$ cat src/rtl/xmem_pkg.sv
package xmem_pkg;
  typedef enum logic [2:0] {
    RA_INDEX  = 3'd0,
    RA_WAIT   = 3'd1,
    RA_MODE   = 3'd2,
    RA_BASE   = 3'd3,
    RA_STRIDE = 3'd4,
    RA_LINE   = 3'd5
  } reg_addr_e;

  typedef enum logic {
    ST_IDLE,
    ST_ACCESS
  } seq_state_e;
endpackage

$ cat src/rtl/xmem_regs.sv
module xmem_regs
  import xmem_pkg::*;
#(
  parameter int AW    = 20,
  parameter int IDXW  = 8,
  parameter int WAITW = 4,
  parameter int LENW  = 16
) (
  input  logic             clk_i,
  input  logic             rst_ni,
  input  logic             we_i,
  input  logic [2:0]       addr_i,
  input  logic [AW-1:0]    wdata_i,
  output logic [IDXW-1:0]  index_o,
  output logic [WAITW-1:0] wait_o,
  output logic             mode2d_o,
  output logic [AW-1:0]    stride_o,
  output logic [LENW-1:0]  line_len_o,
  output logic             base_we_o,
  output logic [AW-1:0]    base_o
);
  reg_addr_e ra;
  assign ra = reg_addr_e'(addr_i);

  always_ff @(posedge clk_i or negedge rst_ni) begin
    if (!rst_ni) begin
      index_o    <= '0;
      wait_o     <= WAITW'(1);
      mode2d_o   <= 1'b0;
      stride_o   <= AW'(1);
      line_len_o <= LENW'(1);
    end else if (we_i) begin
      case (ra)
        RA_INDEX:  index_o    <= wdata_i[IDXW-1:0];
        RA_WAIT:   wait_o     <= wdata_i[WAITW-1:0];
        RA_MODE:   mode2d_o   <= wdata_i[0];
        RA_STRIDE: stride_o   <= wdata_i;
        RA_LINE:   line_len_o <= wdata_i[LENW-1:0];
        default: ;
      endcase
    end
  end

  assign base_we_o = we_i && (ra == RA_BASE);
  assign base_o    = wdata_i;

  logic unused_bits;
  assign unused_bits = ^wdata_i[AW-1:IDXW];


  reset_cfg_chk: assert property (@(posedge clk_i)
    $rose(rst_ni) |-> (index_o == '0) && (mode2d_o == 1'b0));
endmodule

$ cat src/rtl/xmem_addr_gen.sv
module xmem_addr_gen #(
  parameter int AW   = 20,
  parameter int LENW = 16
) (
  input  logic            clk_i,
  input  logic            rst_ni,
  input  logic            base_we_i,
  input  logic [AW-1:0]   base_i,
  input  logic            step_i,
  input  logic            mode2d_i,
  input  logic [AW-1:0]   stride_i,
  input  logic [LENW-1:0] line_len_i,
  output logic [AW-1:0]   addr_o
);
  logic [LENW-1:0] line_cnt_q;
  logic [LENW:0]   cnt_nx;
  logic            line_end;

  assign cnt_nx   = {1'b0, line_cnt_q} + 1'b1;
  assign line_end = cnt_nx >= {1'b0, line_len_i};

  always_ff @(posedge clk_i or negedge rst_ni) begin
    if (!rst_ni) begin
      addr_o     <= '0;
      line_cnt_q <= '0;
    end else if (base_we_i) begin
      // base write outranks a concurrent step
      addr_o     <= base_i;
      line_cnt_q <= '0;
    end else if (step_i) begin
      if (mode2d_i && line_end) begin
        addr_o     <= addr_o + stride_i;
        line_cnt_q <= '0;
      end else begin
        addr_o     <= addr_o + AW'(1);
        line_cnt_q <= mode2d_i ? cnt_nx[LENW-1:0] : '0;
      end
    end
  end


  base_load_chk: assert property (@(posedge clk_i) disable iff (!rst_ni)
    base_we_i |=> addr_o == $past(base_i));

  linear_step_chk: assert property (@(posedge clk_i) disable iff (!rst_ni)
    (step_i && !mode2d_i && !base_we_i) |=> addr_o == AW'($past(addr_o) + AW'(1)));

  addr_hold_chk: assert property (@(posedge clk_i) disable iff (!rst_ni)
    (!step_i && !base_we_i) |=> $stable(addr_o));
endmodule

$ cat src/rtl/xmem_wait_seq.sv
module xmem_wait_seq
  import xmem_pkg::*;
#(
  parameter int WAITW = 4
) (
  input  logic             clk_i,
  input  logic             rst_ni,
  input  logic             start_i,
  input  logic [WAITW-1:0] wait_cfg_i,
  input  logic             ext_wait_i,
  output logic             busy_o,
  output logic             done_o,
  output logic             ack_o
);
  seq_state_e      state_q;
  logic [WAITW-1:0] cnt_q;

  assign busy_o = (state_q == ST_ACCESS);
  // pin looked at only once the programmed count is used up
  assign done_o = busy_o && (cnt_q == '0) && !ext_wait_i;

  always_ff @(posedge clk_i or negedge rst_ni) begin
    if (!rst_ni) begin
      state_q <= ST_IDLE;
      cnt_q   <= '0;
      ack_o   <= 1'b0;
    end else begin
      ack_o <= done_o;
      case (state_q)
        ST_IDLE: if (start_i) begin
          state_q <= ST_ACCESS;
          cnt_q   <= (wait_cfg_i == '0) ? '0 : wait_cfg_i - 1'b1;
        end
        ST_ACCESS: begin
          if (cnt_q != '0) cnt_q <= cnt_q - 1'b1;
          else if (!ext_wait_i) state_q <= ST_IDLE;
        end
        default: state_q <= ST_IDLE;
      endcase
    end
  end


  count_hold_chk: assert property (@(posedge clk_i) disable iff (!rst_ni)
    (busy_o && cnt_q != '0) |=> busy_o);

  pin_extend_chk: assert property (@(posedge clk_i) disable iff (!rst_ni)
    (busy_o && cnt_q == '0 && ext_wait_i) |=> busy_o);

  ack_follow_chk: assert property (@(posedge clk_i) disable iff (!rst_ni)
    done_o |=> ack_o && !busy_o);

  ack_pulse_chk: assert property (@(posedge clk_i) disable iff (!rst_ni)
    ack_o |=> !ack_o);
endmodule

$ cat src/rtl/xmem_access_unit.sv
module xmem_access_unit
  import xmem_pkg::*;
#(
  parameter int AW    = 20,
  parameter int DW    = 16,
  parameter int OFFW  = 12,
  parameter int PGW   = 6,
  parameter int WAITW = 4,
  parameter int LENW  = 16,
  parameter logic [PGW-1:0] WIN_PAGE = 6'h3F
) (
  input  logic            clk_i,
  input  logic            rst_ni,
  input  logic            reg_we_i,
  input  logic [2:0]      reg_addr_i,
  input  logic [AW-1:0]   reg_wdata_i,
  input  logic            core_req_i,
  input  logic            core_we_i,
  input  logic            core_dreg_i,
  input  logic [PGW-1:0]  core_page_i,
  input  logic [OFFW-1:0] core_off_i,
  input  logic [DW-1:0]   core_wdata_i,
  output logic [DW-1:0]   core_rdata_o,
  output logic            core_ack_o,
  output logic            mem_en_o,
  output logic            mem_we_o,
  output logic [AW-1:0]   mem_addr_o,
  output logic [DW-1:0]   mem_wdata_o,
  input  logic [DW-1:0]   mem_rdata_i,
  input  logic            mem_wait_i
);
  localparam int IDXW = AW - OFFW;

  logic [IDXW-1:0]  index;
  logic [WAITW-1:0] wait_cfg;
  logic             mode2d, base_we;
  logic [AW-1:0]    stride, base, auto_addr;
  logic [LENW-1:0]  line_len;
  logic             busy, done, accept, win_hit;
  logic             acc_we_q, acc_dreg_q;
  logic [AW-1:0]    acc_addr_q;
  logic [DW-1:0]    acc_wdata_q;

  xmem_regs #(.AW(AW), .IDXW(IDXW), .WAITW(WAITW), .LENW(LENW)) u_regs (
    .clk_i, .rst_ni, .we_i(reg_we_i), .addr_i(reg_addr_i), .wdata_i(reg_wdata_i),
    .index_o(index), .wait_o(wait_cfg), .mode2d_o(mode2d), .stride_o(stride),
    .line_len_o(line_len), .base_we_o(base_we), .base_o(base)
  );

  xmem_addr_gen #(.AW(AW), .LENW(LENW)) u_agen (
    .clk_i, .rst_ni, .base_we_i(base_we), .base_i(base),
    .step_i(done && acc_dreg_q), .mode2d_i(mode2d), .stride_i(stride),
    .line_len_i(line_len), .addr_o(auto_addr)
  );

  assign win_hit = (core_page_i == WIN_PAGE);
  assign accept  = core_req_i && !busy && (core_dreg_i || win_hit);

  xmem_wait_seq #(.WAITW(WAITW)) u_seq (
    .clk_i, .rst_ni, .start_i(accept), .wait_cfg_i(wait_cfg),
    .ext_wait_i(mem_wait_i), .busy_o(busy), .done_o(done), .ack_o(core_ack_o)
  );

  always_ff @(posedge clk_i or negedge rst_ni) begin
    if (!rst_ni) begin
      acc_addr_q   <= '0;
      acc_we_q     <= 1'b0;
      acc_dreg_q   <= 1'b0;
      acc_wdata_q  <= '0;
      core_rdata_o <= '0;
    end else begin
      if (accept) begin
        acc_addr_q  <= core_dreg_i ? auto_addr : {index, core_off_i};
        acc_we_q    <= core_we_i;
        acc_dreg_q  <= core_dreg_i;
        acc_wdata_q <= core_wdata_i;
      end
      if (done) core_rdata_o <= mem_rdata_i;
    end
  end

  assign mem_en_o    = busy;
  assign mem_we_o    = busy && acc_we_q;
  assign mem_addr_o  = acc_addr_q;
  assign mem_wdata_o = acc_wdata_q;


  we_in_strobe_chk: assert property (@(posedge clk_i) disable iff (!rst_ni)
    mem_we_o |-> mem_en_o);

  addr_steady_chk: assert property (@(posedge clk_i) disable iff (!rst_ni)
    (mem_en_o && !done) |=> $stable(mem_addr_o) && $stable(mem_wdata_o));

  page_miss_chk: assert property (@(posedge clk_i) disable iff (!rst_ni)
    (core_req_i && !core_dreg_i && !win_hit && !mem_en_o) |=> !mem_en_o);
endmodule

$ cat config.mk
export PLATFORM = sky130hd
export DESIGN_NAME = xmem_access_unit
export DESIGN_NICKNAME = d
export VERILOG_FILES = /design/src/rtl/xmem_pkg.sv /design/src/rtl/xmem_regs.sv /design/src/rtl/xmem_addr_gen.sv /design/src/rtl/xmem_wait_seq.sv /design/src/rtl/xmem_access_unit.sv
export SDC_FILE = /design/constraint.sdc
export NUM_CORES = 1
export LEC_CHECK = 0
export ABC_AREA = 1
export BUFFER_PORTS_ARGS = -buffer_cell sky130_fd_sc_hd__buf_2
export CAP_MARGIN = 15
export CELL_PAD_IN_SITES_DETAIL_PLACEMENT = 2
export CELL_PAD_IN_SITES_GLOBAL_PLACEMENT = 2
export CORE_MARGIN = 4
export CORE_UTILIZATION = 35
export CTS_CLUSTER_DIAMETER = 150
export DETAILED_ROUTE_END_ITERATION = 8
export PLACE_DENSITY_LB_ADDON = 0.1
export SLEW_MARGIN = 0
export SYNTH_ARGS = -nofsm -noshare
export SYNTH_HDL_FRONTEND = slang
export SYNTH_SLANG_ARGS = --single-unit
$ cat constraint.sdc
create_clock -name clk_i -period 6.7 [get_ports clk_i]
set_clock_uncertainty 0.1 [all_clocks]
set_input_delay 0.335 -clock clk_i [delete_from_list [all_inputs] [get_ports clk_i]]
set_output_delay 0.335 -clock clk_i [all_outputs]
set_load 0.01 [all_outputs]
==> qor.csv <==
metric,value,unit
switching_share,40.0,%
grt_max_degree,82,
cp.required,6.95,ns
p_seq_share,39.1,%
antenna_found_initial,0,
finalSetupViolations,0,
cpMostUsedCell,nand2_1,
power_density,382,mW/mm2
drv_slew,0,
path_class,flip-flop to flip-flop,
timing.critical_path.fanout_max,20,
grt_pass1_vias,7982,
routed_wl,26.5,mm
p_int,0.00216,W
synth.distinct_cells,43,
hpwlAfterDp,19.1,mm
critPathLaunchType,flip-flop,
synth-async-reset-ratio,100,%
postSynthCellCount,1003,
yosysWarnings,0,
rows,54,
wire_per_inst,18.5,um
dpl_cell_area,0.00875,mm2
clock_latency,0.42,ns
drc_errors,0,
num_vias,7231,
p_switching,0.00144,W
root_buffer,clkbuf_16,
power,0.00360,W
numCtsBuffers,17,
final_hold_viol_count,0,
clk_pin_slew,0.07,ns
slowest_delay,0.46,ns
nets,1255,
stdcell_area,0.00942,mm2
cts_buffer_depth,2,
cts_tree,yes,
outcome,"complete, no violations",
die_x,158,um
finalSetupTns,0,ns
initial_utilization,35.7,%
firstDrtPassIters,4,
antenna_left,0,
crit_slowest_cell,fa_1,
multi_input_area,0.00362,mm2
drv_cap,0,
core-area,0.0220,mm2
place_congestion,0.792,
worst_pin_slew,0.926,ns
die_y,158,um
synth_nets,1122,
hold_path_class,input pin to flip-flop,
final_common_cell,nand2_1,
worst_ir_drop_vdd,0.178,mV
diodes,0,
dieArea,0.0249,mm2
period_needed,5.07,ns
arrival,5.33,ns
drive_above_1_share,16.8,%
yosys_register_bits,145,
cts_max_level,4,
placedCellCount,1388,
combPwrFrac,34.5,%
fmax,0.197,GHz
io_pins,135,
grt_pass1_wl,42.9,mm
p_leak,4.94,nW
synthFlopType,dfrtp_1,
synth.avg_cell_area,7.82,um2
max_slew_margin,38.1,%
layout.cells.non_filler,1429,
final_cell_mix,"nand2_1, dfrtp_1, buf_2",
synth_area,0.00785,mm2
clkPwrFrac,26.4,%
grt_usage,21.7,%
seq_area,0.00363,mm2
drt_iter0_drc,248,
vias_per_cell,5.06,
cts_sinks,145,
fillers,2561,
end_kind,flip-flop,
rsz0062_at_grt,no,
grt_overflow,0,
syn_to_final_growth,20.0,%
synth_edf_count,0,
post-cts-setup-buffers,0,
io_buffers,134,
fin_crit_sh,75.7,%
synth_seq_area_share,46.3,%
[metrics by stage]
| stage | setup WS, ns | util, % | hold WS, ns |
|---|---|---|---|
| floorplan | 2.59 | - | -0.0606 |
| global placement | 1.95 | 39.9 | 0.349 |
| detailed placement | 1.68 | 39.9 | 0.352 |
| CTS | 1.55 | 42.9 | 0.000132 |
| global route | 1.09 | 42.9 | 0.0106 |
| finish | 1.63 | 42.9 | 0.0118 |
[state kept, by name, summed over array words and instances (netlist names)]
name / count
acc_dreg_q: 1
acc_we_q: 1
core_rdata_o: 16
mem_addr_o: 20
mem_wdata_o: 16
u_agen.addr_o: 20
u_agen.line_cnt_q: 16
u_regs.index_o: 8
u_regs.line_len_o: 16
u_regs.mode2d_o: 1
u_regs.stride_o: 20
u_regs.wait_o: 4
u_seq.ack_o: 1
u_seq.busy_o: 1
u_seq.cnt_q: 4
[layer usage]
metal  vias to the layer above  wire length [um]  track usage [%]
li1                       3498                 -                -
met1                      3587             12600             29.2
met2                       128             12700             37.6
met3                        18               997             2.82
met4                         0               230             4.83
met5                         -                 0                0
[what timing repair did]
item                      in CTS  in global routing
resized for setup              0                  0
hold endpoints to repair      87                  0
hold buffers                   9                  0
[layout make-up]
class / instances / area share (%)
inverters: 114 / 4.54
clock buffers: 18 / 4.56
clock inverters: 14 / 1.54
well taps: 280 / 3.72
multi-input cells: 709 / 38.4
repair buffers: 149 / 8.62
flip-flops and latches: 145 / 38.6
[path summary, 6_finish.rpt]
check	slack, ns	start	end	cells after the start
setup / recovery	1.63	u_agen.line_cnt_q[0]	u_agen.addr_o[16]	28
hold / removal	0.01	core_wdata_i[0]	mem_wdata_o[0]	3
setup reg to reg	1.63	u_agen.line_cnt_q[0]	u_agen.addr_o[16]	28
hold reg to reg	0.37	core_rdata_o[12]	core_rdata_o[12]	2
max in group asynchronous	4.65	rst_ni	mem_addr_o[12]	3
min in group asynchronous	0.42	rst_ni	mem_wdata_o[7]	2
[cell families (layout without fill, tap and decap cells)]
| group | Yosys count | count (layout) | share of synthesized area, % |
|---|---|---|---|
| flip-flops | 145 | 145 | 46.3 |
| AND/OR/NAND/NOR | 449 | 449 | 23.3 |
| adder cells (fa/ha/maj) | 39 | 39 | 6.31 |
| AO/OA/AOI/OAI | 198 | 198 | 13.9 |
| XOR/XNOR | 23 | 23 | 2.66 |
| buffers and inverters | 149 | 295 | 7.57 |
[power by group through the flow]
stage | registers [W] | clock network [W] | logic (W)
after floorplan | 0.00142 | 0 | 0.000716
after global placement | 0.00140 | 0 | 0.00119
after detailed placement | 0.00142 | 0 | 0.00124
after CTS | 0.00141 | 0.000974 | 0.00126
after global routing | 0.00145 | 0.00101 | 0.00143
final | 0.00141 | 0.000950 | 0.00124
[Yosys cell counts, types with 8 or more instances]
library cell	n	area [um2]
inv_1	111	417
xor2_1	17	149
nand2_1	312	1170
a31oi_1	24	150
nor2_1	81	304
nand3_1	23	115
o21ai_0	95	475
a21oi_1	52	260
ha_1	38	475
nand4_1	8	50.1
dfrtp_1	142	3550
clkbuf_1	24	90.1
[critical path: cells and delay by family (launching register included)]
family / cells / cell delay, ns
flops: 1 / 0.43
compound gates: 5 / 0.68
buf+inv: 2 / 0.15
xor+xnor: 1 / 0.14
simple gates: 16 / 2.36
fa+ha+maj: 4 / 1.15
No activity file was read; power rests on OpenSTA's default activity.
